### config.mk
export PLATFORM = sky130hd
export DESIGN_NAME = sync_card_seq
export DESIGN_NICKNAME = d
export VERILOG_FILES = /design/src/rtl/scs_pkg.sv /design/src/rtl/scs_clkgen.sv /design/src/rtl/scs_len_counter.sv /design/src/rtl/scs_tx_fifo.sv /design/src/rtl/sync_card_seq.sv
export SDC_FILE = /design/constraint.sdc
export NUM_CORES = 1
export LEC_CHECK = 0
export CORE_MARGIN = 3
export CORE_UTILIZATION = 38
export DETAILED_ROUTE_END_ITERATION = 12
export HOLD_SLACK_MARGIN = 0.02
export PLACE_DENSITY = 0.57
export SYNTH_ARGS = -nofsm -noshare
export SYNTH_HDL_FRONTEND = slang
export SYNTH_SLANG_ARGS = --single-unit
### constraint.sdc
create_clock -name clk_i -period 4.7 [get_ports clk_i]
set_input_delay 0.705 -clock clk_i [delete_from_list [all_inputs] [get_ports clk_i]]
set_output_delay 0.705 -clock clk_i [all_outputs]
set_load 0.1 [all_outputs]
### src/rtl/scs_pkg.sv
`timescale 1ns/1ps
package scs_pkg;
    typedef enum logic {
        XFER_RX = 1'b0,
        XFER_TX = 1'b1
    } xfer_dir_e;
endpackage

### src/rtl/scs_clkgen.sv
`timescale 1ns/1ps
module scs_clkgen #(
    parameter int CLK_DIV = 2
) (
    input  logic clk_i,
    input  logic rst_ni,
    input  logic stop_i,
    input  logic stop_lvl_i,
    output logic card_clk_o,
    output logic rise_o,
    output logic fall_o
);
    localparam int PW = (CLK_DIV > 1) ? $clog2(CLK_DIV) : 1;
    localparam logic [PW-1:0] PH_LAST = PW'(CLK_DIV - 1);

    typedef struct packed {
        logic [PW-1:0] ph;
        logic          clk;
    } gen_t;

    gen_t q, d;

    always_comb begin
        d      = q;
        rise_o = 1'b0;
        fall_o = 1'b0;
        if (stop_i) begin
            d.clk = stop_lvl_i;
            d.ph  = '0;
        end else if (q.ph == PH_LAST) begin
            d.ph   = '0;
            d.clk  = ~q.clk;
            rise_o = ~q.clk;
            fall_o = q.clk;
        end else begin
            d.ph = q.ph + 1'b1;
        end
    end

    always_ff @(posedge clk_i or negedge rst_ni) begin
        if (!rst_ni) q <= '0;
        else         q <= d;
    end

    assign card_clk_o = stop_i ? stop_lvl_i : q.clk;

    a_r2_no_edge_when_stopped: assert property (@(posedge clk_i) disable iff (!rst_ni)
        stop_i |-> !(rise_o || fall_o));
    a_r1_edges_exclusive: assert property (@(posedge clk_i) disable iff (!rst_ni)
        !(rise_o && fall_o));
endmodule

### src/rtl/scs_len_counter.sv
`timescale 1ns/1ps
module scs_len_counter #(
    parameter int LEN_W = 8
) (
    input  logic             clk_i,
    input  logic             rst_ni,
    input  logic             fall_i,
    input  logic             reload_i,
    input  logic [LEN_W-1:0] len_i,
    input  logic             irq_clr_i,
    output logic [LEN_W-1:0] cnt_o,
    output logic [LEN_W-1:0] lim_o,
    output logic             irq_o
);
    typedef struct packed {
        logic [LEN_W-1:0] cnt;
        logic [LEN_W-1:0] lim;
        logic             irq;
    } len_t;

    len_t q, d;
    logic [LEN_W-1:0] nxt;

    always_comb begin
        d   = q;
        nxt = q.cnt + 1'b1;
        if (irq_clr_i) d.irq = 1'b0;
        if (reload_i) begin
            d.cnt = '0;
            d.lim = len_i;
        end else if (fall_i && (q.cnt != q.lim)) begin
            d.cnt = nxt;
            if (nxt == q.lim) d.irq = 1'b1;
        end
    end

    always_ff @(posedge clk_i or negedge rst_ni) begin
        if (!rst_ni) q <= '0;
        else         q <= d;
    end

    assign cnt_o = q.cnt;
    assign lim_o = q.lim;
    assign irq_o = q.irq;

    a_r4_count_bounded: assert property (@(posedge clk_i) disable iff (!rst_ni)
        q.cnt <= q.lim);
    a_r3_reload_zero: assert property (@(posedge clk_i) disable iff (!rst_ni)
        reload_i |=> (q.cnt == '0));
    a_r2_frozen_without_edge: assert property (@(posedge clk_i) disable iff (!rst_ni)
        (!fall_i && !reload_i) |=> $stable(q.cnt));
    a_r5_irq_sticky: assert property (@(posedge clk_i) disable iff (!rst_ni)
        (q.irq && !irq_clr_i) |=> q.irq);
endmodule

### src/rtl/scs_tx_fifo.sv
`timescale 1ns/1ps
module scs_tx_fifo #(
    parameter int DW    = 8,
    parameter int DEPTH = 8
) (
    input  logic          clk_i,
    input  logic          rst_ni,
    input  logic          wr_i,
    input  logic [DW-1:0] wdata_i,
    input  logic          rd_i,
    output logic [DW-1:0] rdata_o,
    output logic          full_o,
    output logic          empty_o,
    output logic          ovf_o
);
    localparam int AW = $clog2(DEPTH);
    localparam logic [AW-1:0] PTR_LAST = AW'(DEPTH - 1);
    localparam logic [AW:0]   CNT_FULL = (AW+1)'(DEPTH);

    typedef struct packed {
        logic [DEPTH-1:0][DW-1:0] mem;
        logic [AW-1:0]            rp;
        logic [AW-1:0]            wp;
        logic [AW:0]              cnt;
        logic                     ovf;
    } fifo_t;

    fifo_t q, d;
    logic do_wr, do_rd;

    always_comb begin
        d     = q;
        do_wr = wr_i && (q.cnt != CNT_FULL);
        do_rd = rd_i && (q.cnt != '0);
        if (wr_i && !do_wr) d.ovf = 1'b1;
        if (do_wr) begin
            d.mem[q.wp] = wdata_i;
            d.wp        = (q.wp == PTR_LAST) ? '0 : q.wp + 1'b1;
        end
        if (do_rd) d.rp = (q.rp == PTR_LAST) ? '0 : q.rp + 1'b1;
        d.cnt = q.cnt + (AW+1)'(do_wr) - (AW+1)'(do_rd);
    end

    always_ff @(posedge clk_i or negedge rst_ni) begin
        if (!rst_ni) q <= '0;
        else         q <= d;
    end

    assign rdata_o = q.mem[q.rp];
    assign full_o  = (q.cnt == CNT_FULL);
    assign empty_o = (q.cnt == '0);
    assign ovf_o   = q.ovf;

    a_r8_count_bound: assert property (@(posedge clk_i) disable iff (!rst_ni)
        q.cnt <= CNT_FULL);
    a_r9_full_write_dropped: assert property (@(posedge clk_i) disable iff (!rst_ni)
        (full_o && wr_i && !rd_i) |=> $stable(q.cnt));
    a_r9_ovf_sticky: assert property (@(posedge clk_i) disable iff (!rst_ni)
        q.ovf |=> q.ovf);
endmodule

### src/rtl/sync_card_seq.sv
`timescale 1ns/1ps
module sync_card_seq
    import scs_pkg::*;
#(
    parameter int DW         = 8,
    parameter int FIFO_DEPTH = 8,
    parameter int LEN_W      = 8,
    parameter int CLK_DIV    = 2
) (
    input  logic             clk_i,
    input  logic             rst_ni,
    input  logic             len_reload_i,
    input  logic [LEN_W-1:0] len_value_i,
    input  logic             irq_clr_i,
    input  logic             clk_stop_i,
    input  logic             clk_stop_lvl_i,
    input  logic             tx_mode_i,
    input  logic             io_ovr_i,
    input  logic             io_dir_i,
    input  logic             two_wire_i,
    input  logic             fifo_wr_i,
    input  logic [DW-1:0]    fifo_wdata_i,
    input  logic             io_i,
    output logic             card_clk_o,
    output logic             io_o,
    output logic             io_oe_o,
    output logic [LEN_W-1:0] len_count_o,
    output logic             len_irq_o,
    output logic             fifo_full_o,
    output logic             fifo_empty_o,
    output logic             fifo_ovf_o,
    output logic [DW-1:0]    rx_byte_o,
    output logic             rx_valid_o,
    output logic             ack_o
);
    localparam int BW = $clog2(DW);
    localparam logic [BW-1:0] BIT_LAST = BW'(DW - 1);

    typedef struct packed {
        logic [DW-1:0] tsh;
        logic [BW-1:0] tbit;
        logic [DW-1:0] rsh;
        logic [BW-1:0] rbit;
        logic [DW-1:0] rbyte;
        logic          rvalid;
        logic          ack;
    } seq_t;

    seq_t q, d;

    logic             rise, fall;
    logic [LEN_W-1:0] cnt, lim, cnt_nxt;
    logic             pop;
    logic [DW-1:0]    head;
    logic             is_tx, at_edge, at_lim, cnt_nz, adv_data, rx_take;
    logic [DW-1:0]    rsh_nxt;

    scs_clkgen #(.CLK_DIV(CLK_DIV)) u_clkgen (
        .clk_i      (clk_i),
        .rst_ni     (rst_ni),
        .stop_i     (clk_stop_i),
        .stop_lvl_i (clk_stop_lvl_i),
        .card_clk_o (card_clk_o),
        .rise_o     (rise),
        .fall_o     (fall)
    );

    scs_len_counter #(.LEN_W(LEN_W)) u_len (
        .clk_i     (clk_i),
        .rst_ni    (rst_ni),
        .fall_i    (fall),
        .reload_i  (len_reload_i),
        .len_i     (len_value_i),
        .irq_clr_i (irq_clr_i),
        .cnt_o     (cnt),
        .lim_o     (lim),
        .irq_o     (len_irq_o)
    );

    scs_tx_fifo #(.DW(DW), .DEPTH(FIFO_DEPTH)) u_fifo (
        .clk_i   (clk_i),
        .rst_ni  (rst_ni),
        .wr_i    (fifo_wr_i),
        .wdata_i (fifo_wdata_i),
        .rd_i    (pop),
        .rdata_o (head),
        .full_o  (fifo_full_o),
        .empty_o (fifo_empty_o),
        .ovf_o   (fifo_ovf_o)
    );

    always_comb begin
        d        = q;
        pop      = 1'b0;
        is_tx    = (xfer_dir_e'(tx_mode_i) == XFER_TX);
        cnt_nz   = (cnt != '0);
        at_lim   = (cnt == lim);
        at_edge  = !cnt_nz || at_lim;
        cnt_nxt  = cnt + 1'b1;
        adv_data = fall && !len_reload_i && is_tx && !at_lim && (cnt_nxt != lim);
        rx_take  = rise && !is_tx && cnt_nz && !at_lim;
        rsh_nxt  = {io_i, q.rsh[DW-1:1]};

        if (len_reload_i) begin
            d.tbit   = '0;
            d.rbit   = '0;
            d.rvalid = 1'b0;
        end else begin
            if (adv_data) begin
                if (q.tbit == '0) begin
                    d.tsh = fifo_empty_o ? '1 : head;
                    pop   = !fifo_empty_o;
                end else begin
                    d.tsh = q.tsh >> 1;
                end
                d.tbit = (q.tbit == BIT_LAST) ? '0 : q.tbit + 1'b1;
            end
            if (rx_take) begin
                d.rsh = rsh_nxt;
                if (q.rbit == BIT_LAST) begin
                    d.rbyte  = rsh_nxt;
                    d.rvalid = 1'b1;
                    d.rbit   = '0;
                end else begin
                    d.rbit = q.rbit + 1'b1;
                end
            end
            if (rise && two_wire_i && at_lim && cnt_nz) d.ack = io_i;
        end
    end

    always_ff @(posedge clk_i or negedge rst_ni) begin
        if (!rst_ni) q <= '0;
        else         q <= d;
    end

    assign io_o        = (is_tx && !at_edge) ? q.tsh[0] : io_ovr_i;
    assign io_oe_o     = io_dir_i;
    assign len_count_o = cnt;
    assign rx_byte_o   = q.rbyte;
    assign rx_valid_o  = q.rvalid;
    assign ack_o       = q.ack;

    a_r10_reload_clears_valid: assert property (@(posedge clk_i) disable iff (!rst_ni)
        len_reload_i |=> !rx_valid_o);
    a_r8_pop_only_in_tx: assert property (@(posedge clk_i) disable iff (!rst_ni)
        pop |-> (tx_mode_i && fall && !fifo_empty_o));
    a_r11_ack_hold_when_off: assert property (@(posedge clk_i) disable iff (!rst_ni)
        !two_wire_i |=> $stable(ack_o));
endmodule

* After elaboration in Yosys (flattened, before gate mapping) *
Index checks and enable logic that the tools add are counted.

operators by class
  $add $sub $neg = 8
  magnitude comparators = 3
  eq/ne operators = 10
  multiplexer cells = 35
  bitwise logic cells = 2
  reductions and logical operators = 38

operators by type and width
  operator               count
  $bwmux W64             1
  $mux W8                6
  $bmux W8 S3            1
  $demux W8 S3           1
  $mux W3                7
  $eq A8 B8 Y1           2
  $logic_and A1 B1 Y1    16
  $mux W1                16
  $ne A8 B8 Y1           2
  $add A3 B1 Y3 const B  4
  $eq A3 B3 Y1 const B   4
  $mux W12               1
  $reduce_bool A2 Y1     5
  $mux W9                1
  $add A8 B1 Y8 const B  1
  $lt A3 B4 Y1 const B   2
  $reduce_and A2 Y1      4
  $reduce_bool A8 Y1     1
  $logic_not A1 Y1       7
  $add A4 B1 Y4          1
  $eq A4 B4 Y1 const B   1
  $logic_not A4 Y1       1
  $ne A4 B4 Y1 const B   1
  $reduce_bool A4 Y1     1
  8 further kinds        9

word-level totals
  register bits = 126
  output and inout port bits = 25
  word-level logic and storage cells = 120

* Logic depth before layout (Yosys ltp) *
Gate-level depths: netlist of run 1.

  word-level depth = 10
  depth in mapped cells = 13
  gate-level depth less buffers = 13

* Modules after synthesis *
A second synthesis of run 1 with hierarchy kept.

second synthesis, totals
  cell total of the unflattened synthesis = 494
  area, all modules = 6593.8 µm²

by module, submodules not included
  module           times used  cells each  area an instance (µm²)
  scs_tx_fifo      1           223         3609.7
  sync_card_seq    1           172         1929.4
  scs_len_counter  1           89          959.7
  scs_clkgen       1           10          95.1

* Worst setup path before layout of run 1 *
Ideal clock, no wire load.

  kind = register to register
  from = reg u_len.q (netlist bit u_len.cnt_o[0])
  to = reg u_fifo.q[3] in the netlist's numbering
  setup time = 0.123 ns
  arrival time = 3.500 ns
  data required time = 4.577 ns
  setup slack = 1.077 ns
  stages on the path, launching flop included = 12
  clock period less this slack = 3.623 ns
  cell sequence = dfrtp_1 > ha_1 > clkbuf_1 > nand2_1 > o32a_1 > a211oi_4 > nor3_2 > ha_1 > inv_1 > ha_1 > fa_1 > xor2_1

RTL lines
  item                    line                   text
  from (decl)             scs_len_counter.sv:21  len_t q, d;
  from (signal assigned)  scs_len_counter.sv:38  if (!rst_ni) q <= '0;
  from (signal assigned)  scs_len_counter.sv:39  else q <= d;
  to (signal assigned)    scs_tx_fifo.sv:45      if (!rst_ni) q <= '0;
  to (signal assigned)    scs_tx_fifo.sv:46      else q <= d;
  to (decl)               scs_tx_fifo.sv:28      fifo_t q, d;

* Worst setup path after layout of run 1 *
  from = reg u_len.q (netlist bit u_len.cnt_o[3])
  to = out io_o

between the ends
  word-level cells in the longest chain between the ends = 6

ends and longest elaborated chain
  item                     line                  text
  $reduce_bool A8 Y1       sync_card_seq.sv:96   cnt_nz = (cnt != '0);
  $logic_not A1 Y1         sync_card_seq.sv:98   at_edge = !cnt_nz || at_lim;
  $logic_or A1 B1 Y1 (*)   sync_card_seq.sv:98
  $logic_not A1 Y1 (*)     sync_card_seq.sv:137  assign io_o = (is_tx && !at_edge) ? q.tsh[0] : io_ovr_i;
  $logic_and A1 B1 Y1 (*)  sync_card_seq.sv:137
  $mux W1 (*)              sync_card_seq.sv:137
  to (decl)                sync_card_seq.sv:25   output logic io_o,

Every way passes the cells marked *; elsewhere a longest branch is shown, timed or not.

==> metrics.log, run 1 <==
INFO  metric outcome = complete, no violations
INFO  metric synth-async-reset-ratio = 100%
INFO  metric initial_utilization = between 30% and 40%
INFO  metric worst_hold_path_type = in -> async
INFO  metric post_cts_resize_count = 0
INFO  metric dieArea = 17700 um2
INFO  metric required = roughly 4 ns
INFO  metric gp_congestion = approximately 0.81
INFO  metric rows = 45
INFO  metric cp_endpoint_kind = primary output
INFO  metric largest_net_degree_at_the_start_of_global_routing = 60
INFO  metric synth_top_area_share = approximately 51%
INFO  metric gr-usage-all-layers = roughly 15%
INFO  metric worst_hold_slack = roughly 0.33 ns
INFO  metric layoutNonFillerInstCount = 751
INFO  metric timing.setup.tns = 0 ns
INFO  metric finalWorstPathRequiredPeriod = around 4 ns
INFO  metric crit_path_start_kind = flip-flop
INFO  metric max_freq = about 0.25 GHz
INFO  metric timing.max_slew.rel_slack = between 20% and 30%
INFO  metric dpl.hpwl = 8600 um
INFO  metric gr-total-overflow = 0
INFO  metric ff2ff_setup_slack = around 1.3 ns
INFO  metric sequential_element_share_of_the_synthesized_area = 51.0%
INFO  metric cell_type_group_with_the_largest_total_delay_on_the_critical_path = buffers and inverters
INFO  metric drt_iter0_markers = roughly 150
INFO  metric grt_pass1_wl = between 20000 and 25000 um
INFO  metric ys_warn_count = 0
INFO  metric syn_nets = roughly 530
INFO  metric yosys.cell_count.top_type = sky130_fd_sc_hd__dfrtp_1
INFO  metric clock_tree_from_tritoncts = built
INFO  metric fillerInstances = 1357
INFO  metric grt_antenna_before_repair = 0
INFO  metric ys_top_cells_by_count = 125 x sky130_fd_sc_hd__dfrtp_1, 88 x sky130_fd_sc_hd__mux2_2, 31 x sky130_fd_sc_hd__mux2i_1
INFO  metric clock_sinks = roughly 130
INFO  metric cts_post_setup_buffers_inserted = 0
INFO  metric finClkSkew = 0.00783 ns
INFO  metric p_leak = between 3 and 4 nW
INFO  metric cp_max_fo = 9
INFO  metric grt_pass1_vias = 4020
INFO  metric clk-insertion-delay-late = 0.42 ns
INFO  metric yosys.area.top_type = sky130_fd_sc_hd__dfrtp_1
INFO  metric route.antenna.remaining_nets = 0
INFO  metric antennaDiodeCount = 0
INFO  metric synth-edff-count = 0
INFO  metric finalPower = 4.30 mW
INFO  metric critical_path.max_stage_delay = ~0.97 ns
INFO  metric detailroute.via_count = about 3900
INFO  metric cts_hold_repair.buffers = 0
INFO  metric max-clock-path-buffers = 2
INFO  metric max_cap_viol_count = 0
INFO  metric clock_root_buffer = sky130_fd_sc_hd__clkbuf_16
INFO  metric final_min_period_over_clock_period = approximately 85%
INFO  metric path_buf_inv = 1
INFO  metric setup_repair_after_global_routing_missed_its_margin = no
INFO  metric critPathSlowestCell = sky130_fd_sc_hd__clkdlybuf4s50_1
INFO  metric drt_wl_total = 12400 um
INFO  metric irDropWorstVdd = roughly 0.50 mV
INFO  metric die_height = 133 um
INFO  metric clock_buffers_created_by_tritoncts = 17
INFO  metric final_layout_size_suffix_gt1_share = 25.0%
INFO  metric synth_ff_type = sky130_fd_sc_hd__dfrtp_1
INFO  metric dieWidth = 133 um
INFO  metric cell_types_with_the_largest_area_share_after_synthesis = sky130_fd_sc_hd__dfrtp_1 51%, sky130_fd_sc_hd__mux2_2 16%, sky130_fd_sc_hd__mux2i_1 5.1%
INFO  metric port_buffers = 50
INFO  metric ys_seq_elements = approximately 130
INFO  metric num-nets-final = 573
INFO  metric crit_type = reg -> out
INFO  metric number_of_placed_i_o_pins = between 50 and 60
INFO  metric syn2layout_area_growth = 20.4%
INFO  metric setup-violations-final = 0
INFO  metric syn_area_per_cell = 12.7 um2
INFO  metric count_of_cell_types_in_the_netlist = 52
INFO  metric post_syn_instances = roughly 490
INFO  metric finalHoldViolCount = 0
INFO  metric synth.cell_area = 6140 um2
INFO  metric ratio_of_routed_vias_to_standard_cells = around 5
INFO  metric dp_cells = around 720
INFO  metric floorplan.core_area = 15500 um2
INFO  metric critical_path_cell_list = xor2_1 -> nor4_1 -> nand2_1 -> nand3_1 -> mux2_2 -> clkdlybuf4s50_1
INFO  metric clk_pin_slew = 0.06 ns
INFO  metric cts_max_level = 4
INFO  metric detail_route.first_pass.iterations = 4
INFO  metric final-max-slew-violation-count = 0
INFO  metric cp_data_arrival_time = 3.29 ns
INFO  metric detail_route.wl_per_cell = approximately 17 um
INFO  metric drc_errors = 0
INFO  metric power.density_cell_area = 581 nW/um2
INFO  metric worst_slew_pin_slew = between 1 and 1.5 ns
[cell usage in the layout, fill, tap and decap left out, types with 4 or more instances in the layout]
cell	count
sky130_fd_sc_hd__a21oi_1	7
sky130_fd_sc_hd__a221oi_1	7
sky130_fd_sc_hd__a22o_1	7
sky130_fd_sc_hd__and2_1	4
sky130_fd_sc_hd__and3_1	4
sky130_fd_sc_hd__buf_4	6
sky130_fd_sc_hd__bufinv_16	4
sky130_fd_sc_hd__clkbuf_16	17
sky130_fd_sc_hd__clkdlybuf4s50_1	49
sky130_fd_sc_hd__clkinv_4	4
sky130_fd_sc_hd__clkinvlp_4	4
sky130_fd_sc_hd__dfrtp_1	125
sky130_fd_sc_hd__ha_1	17
sky130_fd_sc_hd__inv_1	15
sky130_fd_sc_hd__mux2_1	7
sky130_fd_sc_hd__mux2_2	88
sky130_fd_sc_hd__mux2i_1	31
sky130_fd_sc_hd__nand2_1	17
sky130_fd_sc_hd__nand3_1	8
sky130_fd_sc_hd__nand4b_1	5
sky130_fd_sc_hd__nor2_1	20
sky130_fd_sc_hd__nor2b_1	8
sky130_fd_sc_hd__o21ai_0	11
sky130_fd_sc_hd__o22ai_1	7
sky130_fd_sc_hd__o31ai_1	7
sky130_fd_sc_hd__xnor2_1	8
sky130_fd_sc_hd__xor2_1	13
[final cells by class]
cell class | count | area, um2 | area share, %
flip-flops and latches | 125 | 3130 | 42.3
multi-input cells | 312 | 2780 | 37.6
repair buffers | 55 | 536 | 7.24
clock buffers | 18 | 429 | 5.80
well taps | 211 | 264 | 3.57
clock inverters | 14 | 195 | 2.64
inverters | 16 | 60.1 | 0.812
[worst paths after layout]
kind | start | end | depth (start not counted)
hold / removal | rst_ni | u_len.cnt_o[3]$_DFFE_PN0P_ | 1
setup reg to reg | u_len.cnt_o[0]$_DFFE_PN0P_ | u_fifo.q[4]$_DFF_PN0_ | 13
min in group clk_i | u_fifo.ovf_o$_DFFE_PN0P_ | u_fifo.ovf_o$_DFFE_PN0P_ | 1
setup / recovery | u_len.cnt_o[3]$_DFFE_PN0P_ | io_o | 6
max in group asynchronous | rst_ni | u_fifo.q[44]$_DFFE_PN0P_ | 2
hold reg to reg | u_fifo.ovf_o$_DFFE_PN0P_ | u_fifo.ovf_o$_DFFE_PN0P_ | 1
[sequential cells by signal, indices dropped and copies added, names as in the netlist, 2 cells and up]
name	flops
q	21
u_fifo.q	74
u_clkgen.q	2
u_len.lim_o	8
u_len.cnt_o	8
rx_byte_o	8
[through the flow]
stage	instance area, um2	util (%)	setup WS (ns)
2_1_floorplan	6140	-	1.08
3_3_place_gp	6770	43.7	1.06
3_5_place_dp	6770	43.7	0.952
4_1_cts	7390	47.7	0.678
5_1_grt	7390	47.7	0.547
6_report	7390	47.7	0.701
[logic make-up (layout without fill, tap and decap cells)]
kind of cell | Yosys count | after routing | share of synthesized area, %
and+or+nand+nor | 88 | 88 | 8.58
AOI/OAI and AO/OA | 57 | 57 | 6.73
muxes | 128 | 128 | 23.2
xor gates and xnor gates | 21 | 21 | 3.00
adders and majority gates | 18 | 18 | 3.79
DFF | 125 | 125 | 51.0
buffers and inverters | 48 | 103 | 3.73
[where the power goes]
part / internal, mW / total, mW / switching [mW] / leakage [nW]
clock network: 0.886 / 1.37 / 0.480 / 0.292
registers: 1.44 / 1.70 / 0.261 / 1.58
logic: 0.651 / 1.23 / 0.579 / 1.40
[per-layer routing]
layer  vias to the layer above  global-route usage [%]  routed length, um
met1                      1957                    18.1               5770
met3                        13                    4.42                486
met4                         0                    4.97                114
li1                       1823                       -                  -
met5                         -                       0                  0
met2                        76                    24.6               6060
Note: power is estimated with default switching activity, not from simulation.
==> run 2: changes to the inputs <==
--- a/config.mk
+++ b/config.mk
@@ -6,10 +6,10 @@
 export NUM_CORES = 1
 export LEC_CHECK = 0
 export CORE_MARGIN = 3
-export CORE_UTILIZATION = 38
+export CORE_UTILIZATION = 62
 export DETAILED_ROUTE_END_ITERATION = 12
 export HOLD_SLACK_MARGIN = 0.02
-export PLACE_DENSITY = 0.57
+export PLACE_DENSITY = 0.86
 export SYNTH_ARGS = -nofsm -noshare
 export SYNTH_HDL_FRONTEND = slang
 export SYNTH_SLANG_ARGS = --single-unit
==> metrics.log, run 2 (synthesis gave the netlist of run 1 again) <==
INFO  metric postLayoutCellArea = 7240 um2 (-2.0%)
INFO  metric outcome = complete, no violations
INFO  metric finalPower = 4.20 mW (-2.3%)
INFO  metric setup_repair_after_global_routing_missed_its_margin = no
INFO  metric finalWorstPathRequiredPeriod = 4.04 ns (+0.0438 ns)
INFO  metric final_min_period_over_clock_period = 86.0% (+0.93 points)
INFO  metric detail_route.first_pass.iterations = 5 (+1)
INFO  metric setup-violations-final = 0 (unchanged)
INFO  metric die_height = 106 um (-21%)
INFO  metric p_seq_share = 40.6% (+1.0 points)
INFO  metric clock_sinks = 125 (unchanged)
INFO  metric critical_path_cell_list = xor2_1 -> nor4_1 -> nand2_1 -> nand3_1 -> mux2_2 -> clkdlybuf4s50_1
INFO  metric dieArea = 11100 um2 (-37%)
INFO  metric final_layout_size_suffix_gt1_share = 24.6% (-0.42 points)
INFO  metric timing.setup.tns = 0 ns (unchanged)
INFO  metric finClkSkew = 0.00737 ns (-0.000455 ns)
INFO  metric crit_path_start_kind = flip-flop
INFO  metric antennaDiodeCount = 0 (unchanged)
INFO  metric cp_max_fo = 9 (unchanged)
INFO  metric cell_internal_pwr = 2.92 mW (-1.9%)
INFO  metric worst_slew_pin_slew = 1.04 ns (-0.149 ns)
INFO  metric cp_endpoint_kind = primary output
INFO  metric clock_tree_from_tritoncts = built
INFO  metric number_of_placed_i_o_pins = 53 (unchanged)
INFO  metric top_regs = u_fifo.q (74), q (21)
INFO  metric dpl.hpwl = 7980 um (-7.2%)
INFO  metric cts_hold_repair.buffers = 0 (unchanged)
INFO  metric largest_net_degree_at_the_start_of_global_routing = 51 (-15%)
INFO  metric p_leak = 3.25 nW (-0.27%)
INFO  metric clock_buffers_created_by_tritoncts = 17 (unchanged)
INFO  metric irDropWorstVdd = 0.411 mV (-17%)
INFO  metric combinationalPowerShare = 29.4% (+0.8 points)
INFO  metric post_detailed_placement_cell_area = 6660 um2 (-1.6%)
INFO  metric port_buffers = 50 (unchanged)
INFO  metric initial_utilization = 65.2% (+26 points)
INFO  metric worst_hold_path_type = in -> async
INFO  metric largest_reg_flops = 74 (unchanged)
INFO  metric clk_pin_slew = 0.06 ns (about the same)
INFO  metric cts_max_level = 4 (unchanged)
INFO  metric switching_share = 30.4% (-0.31 points)
INFO  metric drt_wl_total = 12000 um (-3.2%)
INFO  metric clock_share_of_power = 30.0% (-1.8 points)
INFO  metric p_switching = 1.28 mW (-3.3%)
INFO  metric cp_data_arrival_time = 3.34 ns (+0.05 ns)
INFO  metric stages_on_the_worst_setup_path = 6 (unchanged)
INFO  metric detailroute.via_count = 3907 (+0.98%)
INFO  metric postLayoutCoreUtil = 76.9% (+29 points)
INFO  metric cell_type_group_with_the_largest_total_delay_on_the_critical_path = buffers and inverters
INFO  metric max-clock-path-buffers = 2 (unchanged)
INFO  metric largest_register = u_fifo.q
INFO  metric power.density_cell_area = 580 nW/um2 (-0.30%)
INFO  metric path_buf_inv = 1 (unchanged)
INFO  metric drc_errors = 0 (unchanged)
INFO  metric drt_iter0_markers = 195 (+32%)
INFO  metric grt_pass1_wl = 20000 um (-2.4%)
INFO  metric ff2ff_path_depth = 10 (-3)
INFO  metric most-common-layout-cells = 125 x sky130_fd_sc_hd__dfrtp_1, 88 x sky130_fd_sc_hd__mux2_2, 49 x sky130_fd_sc_hd__clkdlybuf4s50_1
INFO  metric gr-usage-all-layers = 23.0% (+8.4 points)
INFO  metric gp_congestion = 0.903 (+12%)
INFO  metric finalHoldViolCount = 0 (unchanged)
INFO  metric floorplan.core_area = 9420 um2 (-39%)
INFO  metric rows = 35 (-22%)
INFO  metric critical_path.max_stage_delay = 0.96 ns (about the same)
INFO  metric syn2layout_area_growth = 18.0%
INFO  metric critPathSlowestCell = sky130_fd_sc_hd__clkdlybuf4s50_1
INFO  metric cts_post_setup_buffers_inserted = 0 (unchanged)
INFO  metric max_freq = 0.247 GHz (-1.1%)
INFO  metric crit_type = reg -> out
INFO  metric num-nets-final = 572 (-0.17%)
INFO  metric dieWidth = 106 um (-21%)
INFO  metric post_cts_resize_count = 0 (unchanged)
INFO  metric timing.max_slew.rel_slack = 30.9% (+9.9 points)
INFO  metric clk-insertion-delay-late = 0.52 ns (+0.10 ns)
INFO  metric final_common_cell = sky130_fd_sc_hd__dfrtp_1
INFO  metric max_cap_viol_count = 0 (unchanged)
INFO  metric gr-total-overflow = 0 (unchanged)
INFO  metric detail_route.wl_per_cell = 18.1 um (+9.1%)
INFO  metric grt_antenna_before_repair = 0 (unchanged)
INFO  metric clock_root_buffer = sky130_fd_sc_hd__clkbuf_8
INFO  metric ratio_of_routed_vias_to_standard_cells = 5.87 (+14%)
INFO  metric route.antenna.remaining_nets = 0 (unchanged)
INFO  metric final-max-slew-violation-count = 0 (unchanged)
INFO  metric grt_pass1_vias = 4079 (+1.5%)
INFO  metric required = 3.99 ns (about the same)
[run 2: cell count changes in the layout (fill, tap and decap cells not counted)]
cell                         delta
sky130_fd_sc_hd__bufinv_16      -2
sky130_fd_sc_hd__buf_4          -1
sky130_fd_sc_hd__clkinv_4       -4
sky130_fd_sc_hd__clkinvlp_4     -3
sky130_fd_sc_hd__clkinv_2       +1
sky130_fd_sc_hd__clkbuf_8       +7
sky130_fd_sc_hd__clkbuf_16      -1
[run 2: worst paths after layout]
path	from	endpoint	slack, ns
worst max-delay path	u_len.cnt_o[3]$_DFFE_PN0P_	io_o	0.66
worst min-delay path	rst_ni	u_len.cnt_o[1]$_DFFE_PN0P_	0.12
worst max register to register	u_len.cnt_o[2]$_DFFE_PN0P_	u_fifo.q[3]$_DFF_PN0_	1.21
worst min register to register	u_fifo.ovf_o$_DFFE_PN0P_	u_fifo.ovf_o$_DFFE_PN0P_	0.45
max in group asynchronous	rst_ni	u_fifo.q[11]$_DFFE_PN0P_	3.63
min in group clk_i	u_fifo.ovf_o$_DFFE_PN0P_	u_fifo.ovf_o$_DFFE_PN0P_	0.45
[run 2: power groups by stage]
stage          combinational (mW)  clock [mW]  sequential, mW
4_1_cts                      1.24        1.28            1.70
5_1_grt                      1.35        1.33            1.76
3_3_place_gp                 1.17           0            1.69
3_5_place_dp                 1.23           0            1.71
2_1_floorplan                1.01           0            1.62
6_report                     1.23        1.26            1.70
[run 2: per-layer routing]
metal / wire, um / track usage [%] / vias to the layer above
li1: - / - / 1819
met1: 5300 / 28.9 / 1977
met2: 6070 / 38.6 / 94
met3: 505 / 6.25 / 17
met4: 165 / 8.05 / 0
met5: 0 / 0 / -
[run 2: stage by stage]
step | hold slack [ns] | cells | setup WS [ns]
2_1_floorplan | 0.409 | 485 | 1.08
3_3_place_gp | 0.438 | 636 | 1.11
3_5_place_dp | 0.443 | 636 | 1.02
4_1_cts | 0.112 | 666 | 0.643
5_1_grt | 0.128 | 666 | 0.520
6_report | 0.116 | 666 | 0.657
[run 2: final cells by class]
type | instances | area (um2)
Fill cell | 553 | 2170
Timing Repair Buffer | 54 | 528
Sequential cell | 125 | 3130
Clock inverter | 6 | 82.6
Clock buffer | 24 | 500
Tap cell | 129 | 161
Inverter | 16 | 60.1
Multi-Input combinational cell | 312 | 2780
==> run 3: changes to the inputs <==
--- a/config.mk
+++ b/config.mk
@@ -6,10 +6,11 @@
 export NUM_CORES = 1
 export LEC_CHECK = 0
 export CORE_MARGIN = 3
-export CORE_UTILIZATION = 62
+export CORE_UTILIZATION = 63
 export DETAILED_ROUTE_END_ITERATION = 12
 export HOLD_SLACK_MARGIN = 0.02
 export PLACE_DENSITY = 0.86
 export SYNTH_ARGS = -nofsm -noshare
 export SYNTH_HDL_FRONTEND = slang
+export SYNTH_HIERARCHICAL = 1
 export SYNTH_SLANG_ARGS = --single-unit
==> metrics.log, run 3 <==
INFO  metric clk-insertion-delay-late = 0.52 ns (about the same)
INFO  metric max_cap_viol_count = 0 (unchanged)
INFO  metric count_of_cell_types_in_the_netlist = 59 (+13%)
INFO  metric largest_net_degree_at_the_start_of_global_routing = 55 (+7.8%)
INFO  metric gp_congestion = 0.888 (-1.7%)
INFO  metric drt_wl_total = 12700 um (+5.5%)
INFO  metric largest_register = u_fifo/q
INFO  metric setup_ws = 1.03 ns (+0.372 ns)
INFO  metric worst_slew_pin_slew = 1.08 ns (+0.0478 ns)
INFO  metric detailroute.via_count = 4053 (+3.7%)
INFO  metric yosys.area.top_type = sky130_fd_sc_hd__dfrtp_1
INFO  metric finalWorstPathRequiredPeriod = 3.67 ns (-0.372 ns)
INFO  metric synth_top_area_share = 47.4% (-3.5 points)
INFO  metric drt_iter0_markers = 217 (+11%)
INFO  metric num-nets-final = 585 (+2.3%)
INFO  metric rows = 36 (+2.9%)
INFO  metric ys_top_cells_by_count = 125 x sky130_fd_sc_hd__dfrtp_1, 95 x sky130_fd_sc_hd__mux2_2, 28 x sky130_fd_sc_hd__nor2_1
INFO  metric dpl.hpwl = 8400 um (+5.3%)
INFO  metric grt_pass1_wl = 21200 um (+6.0%)
INFO  metric synth_ff_type = sky130_fd_sc_hd__dfrtp_1
INFO  metric cts_post_setup_buffers_inserted = 0 (unchanged)
INFO  metric most-common-layout-cells = 125 x sky130_fd_sc_hd__dfrtp_1, 95 x sky130_fd_sc_hd__mux2_2, 48 x sky130_fd_sc_hd__clkdlybuf4s50_1
INFO  metric grt_antenna_before_repair = 0 (unchanged)
INFO  metric final_layout_size_suffix_gt1_share = 33.6% (+9.0 points)
INFO  metric detail_route.first_pass.iterations = 4 (-1)
INFO  metric ys_warn_count = 6 (+6)
INFO  metric final_min_period_over_clock_period = 78.1% (-7.9 points)
INFO  metric cts_hold_repair.buffers = 0 (unchanged)
INFO  metric number_of_placed_i_o_pins = 53 (unchanged)
INFO  metric dieArea = 11700 um2 (+5.4%)
INFO  metric crit_path_start_kind = flip-flop
INFO  metric syn_nets = 541 (+1.9%)
INFO  metric port_buffers = 50 (unchanged)
INFO  metric worst_hold_path_type = in -> async
INFO  metric yosys.cell_count.top_type = sky130_fd_sc_hd__dfrtp_1
INFO  metric clock_buffers_created_by_tritoncts = 17 (unchanged)
INFO  metric synth.cell_area = 6590 um2 (+7.4%)
INFO  metric clock_tree_from_tritoncts = built
INFO  metric timing.max_slew.rel_slack = 27.7% (-3.2 points)
INFO  metric drc_errors = 0 (unchanged)
INFO  metric syn2layout_area_growth = 17.2%
INFO  metric required = 5.11 ns (+1.12 ns)
INFO  metric ys_seq_elements = 125 (unchanged)
INFO  metric cell_types_with_the_largest_area_share_after_synthesis = sky130_fd_sc_hd__dfrtp_1 47%, sky130_fd_sc_hd__mux2_2 16%, sky130_fd_sc_hd__mux4_2 5.5%
INFO  metric die_height = 108 um (+2.7%)
INFO  metric finalPower = 4.40 mW (+4.8%)
INFO  metric finClkSkew = 0.00472 ns (-0.00265 ns)
INFO  metric place_ws = 0.803 ns (-0.217 ns)
INFO  metric sequential_element_share_of_the_synthesized_area = 47.4% (-3.5 points)
INFO  metric floorplan.core_area = 9950 um2 (+5.7%)
INFO  metric setup-violations-final = 0 (unchanged)
INFO  metric detail_route.wl_per_cell = 18.6 um (+2.7%)
INFO  metric post_cts_resize_count = 0 (unchanged)
INFO  metric clock_sinks = 125 (unchanged)
INFO  metric clock_root_buffer = sky130_fd_sc_hd__clkbuf_8
INFO  metric ratio_of_routed_vias_to_standard_cells = 5.93 (+1.0%)
INFO  metric largest_reg_flops = 74 (unchanged)
INFO  metric initial_utilization = 66.2% (+1.0 points)
INFO  metric outcome = complete, no violations
INFO  metric final_common_cell = sky130_fd_sc_hd__dfrtp_1
INFO  metric finalHoldViolCount = 0 (unchanged)
INFO  metric route.antenna.remaining_nets = 0 (unchanged)
INFO  metric max-clock-path-buffers = 2 (unchanged)
INFO  metric synth-async-reset-ratio = 100% (unchanged)
INFO  metric postLayoutCoreUtil = 77.7% (+0.75 points)
INFO  metric post_syn_instances = 494 (+1.9%)
INFO  metric synth-edff-count = 0 (unchanged)
INFO  metric dieWidth = 108 um (+2.7%)
INFO  metric final-max-slew-violation-count = 0 (unchanged)
INFO  metric timing.setup.tns = 0 ns (unchanged)
INFO  metric syn_area_per_cell = 13.3 um2 (+5.5%)
INFO  metric top_regs = u_fifo/q (74), q (21)
INFO  metric cts_max_level = 4 (unchanged)
INFO  metric gr-usage-all-layers = 24.1% (+1.0 points)
INFO  metric antennaDiodeCount = 0 (unchanged)
INFO  metric cp_max_fo = 12 (+3)
INFO  metric gr-total-overflow = 0 (unchanged)
INFO  metric cp_data_arrival_time = 4.08 ns (+0.74 ns)
INFO  metric power.density_cell_area = 569 nW/um2 (-1.9%)
INFO  metric crit_path_start = u_len/cnt_o[0]$_DFFE_PN0P_
INFO  metric setup_repair_after_global_routing_missed_its_margin = no
INFO  metric irDropWorstVdd = 0.418 mV (+1.5%)
INFO  metric grt_pass1_vias = 4193 (+2.8%)
INFO  metric max_freq = 0.272 GHz (+10%)
INFO  metric cp_endpoint_kind = flip-flop
INFO  metric p_leak = 3.30 nW (+1.5%)
INFO  metric clk_pin_slew = 0.06 ns (about the same)
INFO  metric r2r-start = u_len/cnt_o[0]$_DFFE_PN0P_
INFO  metric crit_type = reg -> reg
run 3: cell count changes after synthesis, sizes merged, moves of 7 or more:
cell	previous run	this run
mux2i	31	7
mux2	95	111
mux4	2	16
xnor2	8	22
buf	20	28
clkbuf	12	4
a221oi	7	0
a22o	7	0
nand2	17	10
nor2	21	28
o31ai	7	0
run 3: final timing paths:
path                                                  to  slack, ns  depth (start not counted)
worst min register to register  u_fifo/ovf_o$_DFFE_PN0P_       0.45                          1
max in group asynchronous       u_fifo/q[47]$_DFFE_PN0P_       3.39                          2
min in group clk_i              u_fifo/ovf_o$_DFFE_PN0P_       0.45                          1
worst max register to register     u_fifo/q[3]$_DFF_PN0_       1.03                         16
worst max-delay path               u_fifo/q[3]$_DFF_PN0_       1.03                         16
worst min-delay path            rx_byte_o[6]$_DFFE_PN0P_       0.21                          1
run 3: layout make-up:
cell class | instances | area [um2]
Clock inverter | 14 | 216
Fill cell | 596 | 2220
Tap cell | 133 | 166
Multi-Input combinational cell | 320 | 3180
Inverter | 17 | 63.8
Timing Repair Buffer | 57 | 548
Clock buffer | 18 | 428
Sequential cell | 125 | 3130
run 3: critical path, cell delays in order (launching register included):
cell	delay [ns]
sky130_fd_sc_hd__dfrtp_1	0.58
sky130_fd_sc_hd__inv_1	0.09
sky130_fd_sc_hd__ha_1	0.31
sky130_fd_sc_hd__xor2_1	0.15
sky130_fd_sc_hd__or3_1	0.32
sky130_fd_sc_hd__a211oi_1	0.29
sky130_fd_sc_hd__a2111oi_2	0.12
sky130_fd_sc_hd__buf_4	0.21
sky130_fd_sc_hd__and3b_1	0.18
sky130_fd_sc_hd__nand2b_1	0.16
sky130_fd_sc_hd__inv_1	0.07
sky130_fd_sc_hd__ha_1	0.28
sky130_fd_sc_hd__inv_1	0.06
sky130_fd_sc_hd__ha_1	0.16
sky130_fd_sc_hd__inv_1	0.06
sky130_fd_sc_hd__fa_1	0.39
sky130_fd_sc_hd__xnor2_1	0.14
run 3: per-stage QoR:
stage	instance area (um2)	hold WS, ns	instances
2_1_floorplan	6590	0.409	494
3_3_place_gp	7090	0.441	652
3_5_place_dp	7090	0.445	652
4_1_cts	7730	0.222	684
5_1_grt	7730	0.241	684
6_report	7730	0.205	684
run 3: where the power goes:
part           switching, mW  internal [mW]  total, mW
combinational          0.498          0.765       1.26
clock                  0.471          0.929       1.40
sequential             0.289           1.45       1.73
total                   1.26           3.14       4.40
run 3: routing by layer:
| layer | share of wire, % | up-vias | wire, um | global-route usage [%] |
|---|---|---|---|---|
| met1 | 42 | 2078 | 5320 | 30.4 |
| met3 | 4.8 | 13 | 608 | 7.46 |
| li1 | - | 1851 | - | - |
| met2 | 52 | 111 | 6620 | 39.6 |
| met5 | 0 | - | 0 | 0 |
| met4 | 1.1 | 0 | 146 | 8.30 |
run 3: logic make-up (layout without fill, tap and decap cells):
group                    count (synthesis)  count (layout)  synth area share (%)
multiplexers                           134             134                  26.4
adder cells (fa/ha/maj)                 19              19                  3.72
XOR/XNOR                                33              33                  4.38
buffers and inverters                   49             106                  4.40
AND/OR/NAND/NOR                         99              99                  10.0
AO/OA/AOI/OAI                           35              35                  3.64
flip-flops                             125             125                  47.4
